[src/rtl/ata_cyc_pkg.sv]
package ata_cyc_pkg;
  localparam int CLK_MAX       = 16;
  localparam int NIB_W         = 4;
  localparam int FLD_W         = 5;
  localparam int DEF_PERIOD_NS = 1000 / 33;

  typedef enum logic [1:0] {ST_IDLE, ST_CYC, ST_ACT, ST_FIN} enc_state_e;

  // recovery field code: 0,1 -> 15; 2..15 -> n-1; 16 -> 0
  function automatic logic [NIB_W-1:0] rec_code(input logic [FLD_W-1:0] n);
    logic [FLD_W-1:0] m;
    m = n - FLD_W'(1);
    if (n < FLD_W'(2))             return NIB_W'(15);
    else if (n >= FLD_W'(CLK_MAX)) return NIB_W'(0);
    else                           return m[NIB_W-1:0];
  endfunction

  // active field code: low bits, so 16 wraps to 0
  function automatic logic [NIB_W-1:0] act_code(input logic [FLD_W-1:0] n);
    return n[NIB_W-1:0];
  endfunction
endpackage

[src/rtl/ata_ceil_div.sv]
module ata_ceil_div #(
  parameter int N = 11,
  parameter int D = 6
) (
  input  logic         clk,
  input  logic         rst_n,
  input  logic         go,
  input  logic [N-1:0] num,
  input  logic [D-1:0] den,
  output logic [N-1:0] quot,
  output logic         fin
);
  localparam int CW = $clog2(N + 1);

  logic [N-1:0]  sh;
  logic [D-1:0]  rem;
  logic [D-1:0]  den_q;
  logic [CW-1:0] left;
  logic          run;
  logic [D:0]    rem_sh;
  logic [D:0]    rem_nx;
  logic          step_ge;

  always_comb begin
    rem_sh  = {rem, sh[N-1]};
    step_ge = (rem_sh >= {1'b0, den_q});
    rem_nx  = step_ge ? (rem_sh - {1'b0, den_q}) : rem_sh;
  end

  always_ff @(posedge clk or negedge rst_n) begin
    if (!rst_n) begin
      sh    <= '0;
      rem   <= '0;
      den_q <= '0;
      left  <= '0;
      run   <= 1'b0;
      fin   <= 1'b0;
    end else if (go) begin
      sh    <= num;
      rem   <= '0;
      den_q <= den;
      left  <= CW'(N);
      run   <= 1'b1;
      fin   <= 1'b0;
    end else if (run) begin
      sh   <= {sh[N-2:0], step_ge};
      rem  <= rem_nx[D-1:0];
      left <= left - CW'(1);
      if (left == CW'(1)) begin
        run <= 1'b0;
        fin <= 1'b1;
      end
    end else begin
      fin <= 1'b0;
    end
  end

  assign quot = sh;
endmodule

[src/rtl/ata_count_fix.sv]
module ata_count_fix
  import ata_cyc_pkg::*;
#(
  parameter int CNT_W = 11
) (
  input  logic [CNT_W-1:0] cyc,
  input  logic [CNT_W-1:0] act_raw,
  output logic [FLD_W-1:0] act_fin,
  output logic [FLD_W-1:0] rec_fin
);
  logic [CNT_W:0] rec_raw;
  logic [CNT_W:0] act_sum;

  always_comb begin
    rec_raw = (cyc > act_raw) ? ({1'b0, cyc} - {1'b0, act_raw}) : '0;
    if (rec_raw > (CNT_W+1)'(CLK_MAX)) begin
      act_sum = {1'b0, act_raw} + rec_raw - (CNT_W+1)'(CLK_MAX);
      rec_fin = FLD_W'(CLK_MAX);
    end else begin
      act_sum = {1'b0, act_raw};
      rec_fin = rec_raw[FLD_W-1:0];
    end
    act_fin = (act_sum > (CNT_W+1)'(CLK_MAX)) ? FLD_W'(CLK_MAX) : act_sum[FLD_W-1:0];
  end
endmodule

[src/rtl/ata_nibble_enc.sv]
module ata_nibble_enc
  import ata_cyc_pkg::*;
(
  input  logic [FLD_W-1:0] act_fin,
  input  logic [FLD_W-1:0] rec_fin,
  output logic [7:0]       byte_out
);
  assign byte_out = {act_code(act_fin), rec_code(rec_fin)};
endmodule

[src/rtl/ata_cyc_enc.sv]
module ata_cyc_enc
  import ata_cyc_pkg::*;
#(
  parameter int TIME_W = 10,
  parameter int PER_W  = 6,
  localparam int CNT_W = TIME_W + 1
) (
  input  logic              clk,
  input  logic              rst_n,
  input  logic              start,
  input  logic [TIME_W-1:0] cycle_ns,
  input  logic [TIME_W-1:0] active_ns,
  input  logic [PER_W-1:0]  period_ns,
  output logic [7:0]        timing_byte,
  output logic [CNT_W-1:0]  cyc_cnt,
  output logic [FLD_W-1:0]  act_cnt,
  output logic [FLD_W-1:0]  rec_cnt,
  output logic              done
);
  enc_state_e        state;
  logic [TIME_W-1:0] act_q;
  logic [PER_W-1:0]  per_q;
  logic [CNT_W-1:0]  cyc_q;
  logic [CNT_W-1:0]  act_raw_q;
  logic              div_go;
  logic [CNT_W-1:0]  div_num;
  logic [PER_W-1:0]  div_den;
  logic [CNT_W-1:0]  div_quot;
  logic              div_fin;
  logic [FLD_W-1:0]  act_fix;
  logic [FLD_W-1:0]  rec_fix;
  logic [7:0]        byte_nx;
  logic              busy;
  logic              accept;

  function automatic logic [PER_W-1:0] eff_period(input logic [PER_W-1:0] p);
    return (p == '0) ? PER_W'(DEF_PERIOD_NS) : p;
  endfunction

  function automatic logic [CNT_W-1:0] ceil_num(input logic [TIME_W-1:0] t,
                                                input logic [PER_W-1:0]  p);
    return {1'b0, t} + CNT_W'(p) - CNT_W'(1);
  endfunction

  assign busy   = (state != ST_IDLE);
  assign accept = (state == ST_IDLE) && start;
  assign div_go = accept || ((state == ST_CYC) && div_fin);

  always_comb begin
    if (state == ST_IDLE) begin
      div_den = eff_period(period_ns);
      div_num = ceil_num(cycle_ns, div_den);
    end else begin
      div_den = per_q;
      div_num = ceil_num(act_q, per_q);
    end
  end

  ata_ceil_div #(.N(CNT_W), .D(PER_W)) u_div (
    .clk   (clk),
    .rst_n (rst_n),
    .go    (div_go),
    .num   (div_num),
    .den   (div_den),
    .quot  (div_quot),
    .fin   (div_fin)
  );

  ata_count_fix #(.CNT_W(CNT_W)) u_fix (
    .cyc     (cyc_q),
    .act_raw (act_raw_q),
    .act_fin (act_fix),
    .rec_fin (rec_fix)
  );

  ata_nibble_enc u_enc (
    .act_fin  (act_fix),
    .rec_fin  (rec_fix),
    .byte_out (byte_nx)
  );

  always_ff @(posedge clk or negedge rst_n) begin
    if (!rst_n) begin
      state       <= ST_IDLE;
      act_q       <= '0;
      per_q       <= '0;
      cyc_q       <= '0;
      act_raw_q   <= '0;
      timing_byte <= '0;
      cyc_cnt     <= '0;
      act_cnt     <= '0;
      rec_cnt     <= '0;
      done        <= 1'b0;
    end else begin
      done <= 1'b0;
      case (state)
        ST_IDLE: if (start) begin
          act_q <= active_ns;
          per_q <= eff_period(period_ns);
          state <= ST_CYC;
        end
        ST_CYC: if (div_fin) begin
          cyc_q <= div_quot;
          state <= ST_ACT;
        end
        ST_ACT: if (div_fin) begin
          act_raw_q <= div_quot;
          state     <= ST_FIN;
        end
        default: begin
          timing_byte <= byte_nx;
          cyc_cnt     <= cyc_q;
          act_cnt     <= act_fix;
          rec_cnt     <= rec_fix;
          done        <= 1'b1;
          state       <= ST_IDLE;
        end
      endcase
    end
  end
endmodule

[config.mk]
export PLATFORM = sky130hd
export DESIGN_NAME = ata_cyc_enc
export DESIGN_NICKNAME = d
export VERILOG_FILES = /design/src/rtl/ata_cyc_pkg.sv /design/src/rtl/ata_ceil_div.sv /design/src/rtl/ata_count_fix.sv /design/src/rtl/ata_nibble_enc.sv /design/src/rtl/ata_cyc_enc.sv
export SDC_FILE = /design/constraint.sdc
export NUM_CORES = 1
export LEC_CHECK = 0
export BUFFER_PORTS_ARGS = -buffer_cell sky130_fd_sc_hd__buf_2
export CAP_MARGIN = 20
export CORE_MARGIN = 10
export CORE_UTILIZATION = 65
export CTS_BUF_LIST = sky130_fd_sc_hd__clkbuf_2
export CTS_CLUSTER_DIAMETER = 50
export DETAILED_ROUTE_END_ITERATION = 10
export GPL_TIMING_DRIVEN = 0
export PLACE_DENSITY = 0.86
export SLEW_MARGIN = 20
export SYNTH_ARGS = -nofsm -noshare
export SYNTH_HDL_FRONTEND = slang
export SYNTH_SLANG_ARGS = --single-unit
[constraint.sdc]
create_clock -name clk -period 13.45 [get_ports clk]
set_clock_uncertainty 0.05 [all_clocks]
set_input_delay 2.69 -clock clk [delete_from_list [all_inputs] [get_ports clk]]
set_output_delay 2.69 -clock clk [all_outputs]
set_load 0.02 [all_outputs]
Yosys cells after proc, flatten, opt, wreduce, memory -nomap -nowiden
Index checks and enable logic that the tools add are counted.
Widths: inputs -> output; s select.
{"block": "totals", "regBits": 99, "inputBits": 29, "out_inout_bits": 30, "wordCells": 77}
{"block": "classes", "addsub": 10, "order_cmp": 6, "eq_ne": 7, "n_mux": 27, "reduce_logical": 11}
{"cell": "$mux 11", "count": 3}
{"cell": "$mux 6", "count": 5}
{"cell": "$gt 12x5->1 const B", "count": 2}
{"cell": "$mux 12", "count": 2}
{"cell": "$add 10x6->11", "count": 2}
{"cell": "$sub 11x1->11 const B", "count": 2}
{"cell": "$mux 4", "count": 4}
{"cell": "$add 11x12->12", "count": 1}
{"cell": "$sub 11x11->12", "count": 1}
{"cell": "$sub 12x5->12 const B", "count": 1}
{"cell": "$gt 11x11->1", "count": 1}
{"cell": "$mux 5", "count": 2}
{"cell": "$sub 4x1->4 const B", "count": 2}
{"cell": "$ge 7x6->1", "count": 1}
{"cell": "$mux 1", "count": 7}
{"cell": "$logic_not 6->1", "count": 1}
{"cell": "$mux 2", "count": 3}
{"cell": "$pmux 2 s3", "count": 1}
{"cell": "$reduce_and 2->1", "count": 3}
{"cell": "$sub 6x6->6", "count": 1}
{"cell": "$ge 5x5->1 const B", "count": 1}
{"cell": "$lt 5x2->1 const B", "count": 1}
{"cell": "$eq 4x1->1 const B", "count": 1}
{"cell": "$ne 2x1->1 const B", "count": 2}
{"cell": "10 further kinds", "count": 11}

Depth between registers and ports, before layout
Gate-level depths: netlist of the first run.
{"block": "logic_depth", "ltp_word": 7, "mapped_depth": 20, "mapped_depth_nobuf": 20}

Hierarchy
From an unflattened synthesis of the first run, not the netlist that was laid out.
{"block": "hier_totals", "hier_cells": 737, "hier_area_um2": 7089.3}
{"mod": "ata_cyc_enc", "n_inst": 1, "cells_each": 346, "area_each_um2": 3856.2, "seq_area_each_um2": 1751.7}
{"mod": "ata_count_fix", "n_inst": 1, "cells_each": 215, "area_each_um2": 1564.0, "seq_area_each_um2": 0.0}
{"mod": "ata_ceil_div", "n_inst": 1, "cells_each": 160, "area_each_um2": 1561.5, "seq_area_each_um2": 725.7}
{"mod": "ata_nibble_enc", "n_inst": 1, "cells_each": 16, "area_each_um2": 107.6, "seq_area_each_um2": 0.0}

Least setup slack after synthesis of the first run
OpenSTA, ideal clock, no wires.
{"block": "synth_path", "kind": "input-to-reg", "start": "input period_ns[2]", "end": "register u_div.sh[10] (netlist: u_div.quot[10])", "setup_time_ns": 0.141, "arrival_ns": 5.543, "required_ns": 13.259, "setup_slack_ns": 7.716, "path_stages": 14, "path_buffers": 0, "path_cell_list": "or4_1 > nor3_1 > nor2_1 > ha_1 > inv_1 > ha_1 > a21o_1 > a21oi_1 > nand2b_1 > a21oi_1 > o41a_1 > a31oi_1 > xnor2_1 > o221ai_1"}
{"block": "synth_between", "elab_chain_cells": 6}
{"element": "from (decl)", "line": "ata_cyc_enc.sv:13", "source": "input logic [PER_W-1:0] period_ns,"}
{"element": "$logic_not 6->1", "line": "ata_cyc_enc.sv:37", "source": "return (p == '0) ? PER_W'(DEF_PERIOD_NS) : p;"}
{"element": "$mux 6 *", "line": "ata_cyc_enc.sv:37"}
{"element": "$add 10x6->11 *", "line": "ata_cyc_enc.sv:42", "source": "return {1'b0, t} + CNT_W'(p) - CNT_W'(1);"}
{"element": "$sub 11x1->11 *", "line": "ata_cyc_enc.sv:42"}
{"element": "$mux 11 *", "line": "ata_cyc_enc.sv:50", "source": "if (state == ST_IDLE) begin"}
{"element": "$mux 11 *", "line": "ata_ceil_div.sv:38", "source": "end else if (go) begin"}
{"element": "to (signal assigned)", "line": "ata_ceil_div.sv:39", "source": "sh <= num;"}
{"element": "to (signal assigned)", "line": "ata_ceil_div.sv:46", "source": "sh <= {sh[N-2:0], step_ge};"}
{"element": "to (decl)", "line": "ata_ceil_div.sv:15", "source": "logic [N-1:0] sh;"}
Mark *: on every way between the ends. The rest lies on a longest branch, timed or not.
A chain may end at the register's enable or synchronous reset.

Worst setup path in the final report of the first run
{"block": "layout_path", "start": "register cyc_q[0]", "end": "register timing_byte[6]"}
{"block": "layout_between", "elab_chain_cells": 7, "word_cells_on_any_way": 9, "classes_between": "3 x add/sub; 3 x order compare; 3 x mux"}
{"element": "from (decl)", "line": "ata_cyc_enc.sv:23", "source": "logic [CNT_W-1:0] cyc_q;"}
{"element": "from (signal assigned)", "line": "ata_cyc_enc.sv:103", "source": "cyc_q <= div_quot;"}
{"element": "$sub 11x11->12 / $gt 11x11->1 (equally long branches)", "line": "ata_count_fix.sv:15", "source": "rec_raw = (cyc > act_raw) ? ({1'b0, cyc} - {1'b0, act_raw}) : '0;"}
{"element": "$mux 12 *", "line": "ata_count_fix.sv:15"}
{"element": "$add 11x12->12", "line": "ata_count_fix.sv:17", "source": "act_sum = {1'b0, act_raw} + rec_raw - (CNT_W+1)'(CLK_MAX);"}
{"element": "$sub 12x5->12", "line": "ata_count_fix.sv:17"}
{"element": "$mux 12 *", "line": "ata_count_fix.sv:16", "source": "if (rec_raw > (CNT_W+1)'(CLK_MAX)) begin"}
{"element": "$gt 12x5->1", "line": "ata_count_fix.sv:23", "source": "act_fin = (act_sum > (CNT_W+1)'(CLK_MAX)) ? FLD_W'(CLK_MAX) : act_sum[FLD_W-1:0];"}
{"element": "$mux 5 *", "line": "ata_count_fix.sv:23"}
{"element": "to (signal assigned)", "line": "ata_cyc_enc.sv:111", "source": "timing_byte <= byte_nx;"}
{"element": "to (decl)", "line": "ata_cyc_enc.sv:14", "source": "output logic [7:0] timing_byte,"}
Marked as above.

==> metrics.md, run 1 <==
| Metric | Value |
|---|---|
| WP data arrival | `about 6.8 ns` |
| Clock Sinks | `95` |
| Syn nets | `878` |
| Number of flops mapped to enable cells by yosys | `0` |
| Synth Warn # | `0` |
| Final WL | `17100 um` |
| Final hold vios | `0` |
| GRT Util Overall | `21.9%` |
| Max FO, Critical Path | `10` |
| Crit start category | `flip-flop` |
| # rows | `38` |
| Worst slew pin tran | `0.831 ns` |
| Routed vias | `between 5000 and 6000` |
| Hold WC Path Type | `reg2reg` |
| Critical path class | `reg2reg` |
| Root Buffer | `clkbuf_2` |
| Final TNS setup | `0 ns` |
| DRT antenna net count | `0` |
| Setup crit end kind | `flip-flop` |
| Core Area | `between 0.01 and 0.015 mm^2` |
| Sequential cell area fraction in the yosys report | `about a third` |
| Die Footprint | `0.0156 mm^2` |
| I/O Buffers | `58` |
| Cell Count, Final, Fillers Out | `984` |
| Overflow after GRT | `0` |
| Hold_buf cts | `0` |
| Via density | `5.88` |
| P&R area growth vs syn | `9.32%` |
| Vias in the first global route | `5914` |
| Post-layout minimum cycle time | `6.23 ns` |
| Mean Syn Cell Area | `slightly above 9 um^2` |
| CTS buffer count | `9` |
| Max H-tree Level | `3` |
| CTS tree | `done` |
| Period utilization | `46.3%` |
| CTS clk-pin slew, worst paths | `roughly 0.28 ns` |
| Slew Limit Headroom | `a little over two fifths` |
| GR peak layer | `met2` |
| Worst-skew pair later-pin latency | `0.64 ns` |
| Flops & latches, synth | `95` |
| Setup violators final | `0` |
| Post_cts resized | `0` |
| CTS max path bufs | `2` |
| FMAX | `161 MHz` |
| Gate Count Post-Synth | `roughly 770` |
| Starting DRT DRC Count | `approximately 380` |
| Hpwl dp | `13600 um` |
| Final Wtd Congestion | `roughly 0.93` |
| I/O pins | `between 50 and 60` |
| Synth Flop Type | `dfrtp_1` |
| Wire per inst | `17.3 um` |
| Initial core utilization | `66.0%` |
| Final core utilization | `72.2%` |
| Nets | `948` |
| Required time worst endpoint | `13.99 ns` |
| Met1 Use GR | `24.5%` |
| Antenna Cells | `0` |
| Cell variety after synth | `73` |
| Grt met2 use | `roughly two fifths` |
| Max cap viols | `0` |
| RSZ-0062 raised after global routing | `no` |
| Status | `complete, no violations` |
| Slowest CP cell | `a311oi_2` |
| First-pass GRT wire length | `~29000 um` |
| Drt pass-1 iters | `6` |
| Largest net degree at the start of global routing | `70` |
| Die H | `125 um` |
| Async S/R FF share, synth | `100%` |
| GRT met3 Usage | `under 10%` |
| Max-slew violations | `0` |
| Setup Buffers After CTS | `0` |
| DR DRC count | `0` |
| Crit-path max cell delay | `0.68 ns` |
| Cell Chain, Critical Path | `inv_1 > ha_1 > fa_1 > and2b_1 > o21ba_4 > nor3_4 > a311oi_2 > clkbuf_1 > and2_1 > ha_1 > fa_1 > a211oi_1 > o21ai_1 > a211o_1 > xor2_1 > or3b_4 > a2111oi_4 > mux2i_1 > o2bb2ai_1` |
| Synth Cell Area | `0.00713 mm^2` |
| Chip width | `125 um` |
| Share of cells above drive strength 1 | `18.2%` |
| Initial antenna violation count | `0` |
| Placed instance count | `between 900 and 1000` |
[Yosys cell counts (3+ instances only)]
master,count,area [um^2]
mux2_2,47,529
nand3b_1,3,22.5
nor4_1,3,18.8
nand4_1,6,37.5
xnor2_1,18,158
a31oi_1,6,37.5
o21bai_1,3,22.5
fa_1,5,100
a21o_1,9,67.6
o2111ai_1,3,26.3
a21boi_0,5,37.5
nor2b_1,13,81.3
o21a_1,4,30.0
mux2i_1,20,200
or3_1,4,25.0
nor3_1,16,80.1
a32o_1,3,30.0
a22o_1,3,26.3
dfrtp_1,95,2380
inv_1,105,394
buf_1,5,18.8
nand3_1,14,70.1
and2_1,6,37.5
clkbuf_1,13,48.8
o211ai_1,7,52.6
o21ai_0,41,205
nand2_1,59,221
buf_4,8,60.1
or2_2,4,25.0
nand2b_1,8,50.1
a21oi_1,31,155
a211oi_1,15,113
ha_1,75,938
nor2_1,50,188
o2bb2ai_1,4,35.0
xor2_1,11,96.3
[layout by cell type, fill, tap and decap left out, types with 16 or more instances in the layout]
cell type,n
buf_2,58
mux2i_1,20
inv_1,105
a21oi_1,31
dfrtp_1,95
mux2_2,47
nor3_1,16
o21ai_0,41
nand2_1,59
nor2_1,50
ha_1,75
xnor2_1,18
[worst max-delay path, delay by kind of cell, from the launching register on]
family | cells | cell delay (ns)
multiplexers | 1 | 0.19
buffers and inverters | 2 | 0.52
AO/OA/AOI/OAI | 7 | 2.34
flip-flops | 1 | 0.50
adder cells (fa/ha/maj) | 4 | 1.40
AND/OR/NAND/NOR | 4 | 1.01
XOR/XNOR | 1 | 0.17
[final cells by class]
type	count	area, um^2
flip-flops and latches	95	2380
repair buffers	59	324
well taps	140	175
multi-input cells	541	4210
clock buffers	10	50.0
fillers	801	3000
clock inverters	6	115
inverters	105	394
plain buffers	28	144
[layer usage]
layer  vias to the layer above  wire length (um)
met1                      2804              7130
li1                       2823                 -
met2                       113              8750
met5                         -                 0
met3                        49               573
met4                         0               605
[through the flow]
step	instance area (um^2)	hold slack (ns)	worst slack [ns]
5_1_grt	7790	0.487	6.86
3_5_place_dp	7620	0.419	7.23
3_3_place_gp	7590	0.416	7.33
2_1_floorplan	7130	0.400	7.72
4_1_cts	7790	0.474	7.25
6_report	7790	0.470	7.22
[worst paths after layout]
kind / from / to / slack [ns] / cells after the start
setup / recovery: cyc_q[0] / timing_byte[6] / 7.22 / 19
hold / removal: u_div.den_q[5] / u_div.den_q[5] / 0.47 / 2
setup reg to reg: cyc_q[0] / timing_byte[6] / 7.22 / 19
hold reg to reg: u_div.den_q[5] / u_div.den_q[5] / 0.47 / 2
max in group asynchronous: rst_n / act_q[8] / 10.89 / 2
min in group asynchronous: rst_n / done / 1.81 / 1
[flip-flops by register name (all words and copies together) (netlist names), 2 cells and up]
name         count
per_q            6
u_div.den_q      6
timing_byte      7
act_cnt          2
u_div.rem        6
act_raw_q       11
rec_cnt          5
cyc_cnt         11
u_div.quot      11
act_q           10
cyc_q           11
state            2
u_div.left       4
[kinds of logic after synthesis]
family	count (synthesis)	share of synthesized area [%]
buffers and inverters	133	7.55
AND/OR/NAND/NOR	200	14.0
XOR/XNOR	29	3.56
AO/OA/AOI/OAI	165	16.7
multiplexers	67	10.2
flip-flops	95	33.4
adder cells (fa/ha/maj)	80	14.6
Power of run 1 is left out: the tool's default activity adds up to more than one toggle a clock period on the data nets, which glitch-free logic cannot reach.
==> inputs of run 2 (changes only) <==
--- a/config.mk
+++ b/config.mk
@@ -8,12 +8,12 @@
 export BUFFER_PORTS_ARGS = -buffer_cell sky130_fd_sc_hd__buf_2
 export CAP_MARGIN = 20
 export CORE_MARGIN = 10
-export CORE_UTILIZATION = 65
+export CORE_UTILIZATION = 63
 export CTS_BUF_LIST = sky130_fd_sc_hd__clkbuf_2
 export CTS_CLUSTER_DIAMETER = 50
 export DETAILED_ROUTE_END_ITERATION = 10
 export GPL_TIMING_DRIVEN = 0
-export PLACE_DENSITY = 0.86
+export PLACE_DENSITY = 0.83
 export SLEW_MARGIN = 20
 export SYNTH_ARGS = -nofsm -noshare
 export SYNTH_HDL_FRONTEND = slang
==> constraint.sdc (replaced) <==
create_clock -name clk -period 5.96 [get_ports clk]
set_clock_uncertainty 0.05 [all_clocks]
set_input_delay 1.192 -clock clk [delete_from_list [all_inputs] [get_ports clk]]
set_output_delay 1.192 -clock clk [all_outputs]
set_load 0.02 [all_outputs]
==> run 2 against run 1 <==
Net effect: die area grew 2.7%; maximum frequency up 9.6%; flip-flop and latch count stayed put; sequential share of layout area increased by 0.054 points; first-iteration DRC count rose by 9.4%; worst hold slack got worse by 0.14 ns; routed wire length fell by 1.7%; critical endpoint is now act_cnt[4].
==> metrics.md, run 2 (synthesis gave the netlist of run 1 again) <==
| Metric | Value |
|---|---|
| Setup violators final | `0` |
| Placed instance count | `968` |
| Commonest cells after routing, fill and taps aside | `105 x inv_1, 95 x dfrtp_1, 75 x ha_1` |
| Final instance area | `about 0.0078 mm^2` |
| P&R area growth vs syn | `9.13%` |
| Via density | `5.86` |
| FMAX | `176 MHz` |
| Status | `complete, no violations` |
| Overflow after GRT | `0` |
| WP data arrival | `6.17 ns` |
| Crit-path max cell delay | `approximately 0.5 ns` |
| CTS tree | `done` |
| Final hold vios | `0` |
| Hold WC Path Type | `in2async` |
| Core Area | `0.0109 mm^2` |
| Share of cells above drive strength 1 | `18.6%` |
| # fillers | `between 800 and 900` |
| RSZ-0062 raised after global routing | `no` |
| Largest net degree at the start of global routing | `74` |
| I/O Buffers | `58` |
| CTS clk-pin slew, worst paths | `between 0.2 and 0.3 ns` |
| Worst slew pin tran | `0.735 ns` |
| First-pass GRT wire length | `around 28000 um` |
| CTS buffer count | `9` |
| GRT Util Overall | `a little over a fifth` |
| Post-layout minimum cycle time | `between 5 and 6 ns` |
| Root Buffer | `clkbuf_2` |
| I/O pins | `59` |
| Nets | `950` |
| Max FO, Critical Path | `10` |
| Cell Count, Final, Fillers Out | `986` |
| DP Area | `about 0.0076 mm^2` |
| Max cap viols | `0` |
| Chip width | `approximately 130 um` |
| Required time worst endpoint | `6.45 ns` |
| Drt pass-1 iters | `6` |
| Vias in the first global route | `6005` |
| Initial antenna violation count | `0` |
| Hpwl dp | `about 13000 um` |
| Critical path class | `reg2reg` |
| DRT antenna net count | `0` |
| Wire per inst | `17.0 um` |
| Starting DRT DRC Count | `419` |
| Clock Sinks | `95` |
| Max H-tree Level | `3` |
| Crit start category | `flip-flop` |
| Die Footprint | `0.0160 mm^2` |
| Slew Limit Headroom | `50.6%` |
| CTS max path bufs | `2` |
| Final WL | `16800 um` |
| Die H | `around 130 um` |
| Setup crit end kind | `flip-flop` |
| Period utilization | `95.4%` |
| Antenna Cells | `0` |
| Slowest CP cell | `dfrtp_1` |
| Initial core utilization | `65.2%` |
| DR DRC count | `0` |
| Most common cell after layout, fill and taps aside | `inv_1` |
| Final Wtd Congestion | `approximately 0.91` |
| Worst-skew pair later-pin latency | `0.60 ns` |
| # rows | `38` |
| Routed vias | `5776` |
| Max-slew violations | `0` |
| Cell Chain, Critical Path | `inv_1 > ha_1 > fa_1 > and2b_1 > o21ba_4 > nor3_4 > a311oi_4 > clkbuf_2 > and2_1 > ha_1 > fa_1 > a211oi_1 > o21ai_1 > a211o_1 > xor2_1 > or3b_4 > a211oi_1 > nand2_1 > o221a_1` |
| Hold_buf cts | `0` |
[run 2: changes by cell type in the layout (fill, tap and decap cells not counted), sizes merged]
cell | previous run | this run
clkinvlp | 1 | 2
bufinv | 3 | 1
clkbuf | 23 | 22
clkinv | 0 | 1
buf | 74 | 76
inv | 107 | 108
[run 2: worst paths after layout]
check	startpoint	end	slack (ns)	depth (start not counted)
min	rst_n	cyc_cnt[4]	0.33	1
max reg2reg	cyc_q[0]	act_cnt[4]	0.28	19
max in group asynchronous	rst_n	per_q[5]	4.87	2
min reg2reg	rec_cnt[1]	rec_cnt[1]	0.48	2
max	cyc_q[0]	act_cnt[4]	0.28	19
min in group clk	rec_cnt[1]	rec_cnt[1]	0.48	2
[run 2: stage by stage]
stage / util, % / worst slack [ns] / hold WS [ns] / setup TNS (ns)
6_report: 71.1 / 0.276 / 0.333 / 0
5_1_grt: 71.1 / 0.0749 / 0.291 / 0
4_1_cts: 71.0 / 0.0631 / 0.307 / 0
3_5_place_dp: 69.7 / -0.168 / 0.431 / -0.437
3_3_place_gp: 69.4 / 0.00979 / 0.419 / 0
2_1_floorplan: - / 0.798 / 0.400 / 0
[run 2: layer usage]
layer  wire length [um]  part of all wire, %  track usage [%]  vias to the layer above
li1                   -                    -                -                     2816
met1               6990                   42             23.7                     2743
met2               8360                   50             36.3                      170
met3                747                  4.5             4.33                       47
met4                674                  4.0             10.3                        0
met5                  0                    0                0                        -
[run 2: layout make-up]
type	instances	area [um^2]	share of cell area, %
Timing Repair Buffer	61	339	4.36
Multi-Input combinational cell	541	4220	54.3
Inverter	105	394	5.07
Buffer	28	145	1.87
Tap cell	140	175	2.25
Clock buffer	9	45.0	0.579
Sequential cell	95	2380	30.6
Clock inverter	7	78.8	1.01
[run 2: worst max-delay path, delay by kind of cell, from the launching register on]
family / cells / cell delay (ns)
AOI/OAI and AO/OA: 7 / 2.02
buffers and inverters: 2 / 0.39
DFF: 1 / 0.50
adders and majority gates: 4 / 1.40
and+or+nand+nor: 5 / 1.09
xor gates and xnor gates: 1 / 0.17
[run 2: repair_timing]
action                                  4_1_cts  5_1_grt
pin swaps                                     0        1
setup buffers                                 0        2
endpoints found under the setup margin        5        5
resized for setup                             2        0
Power of run 2 is left out for the same reason.
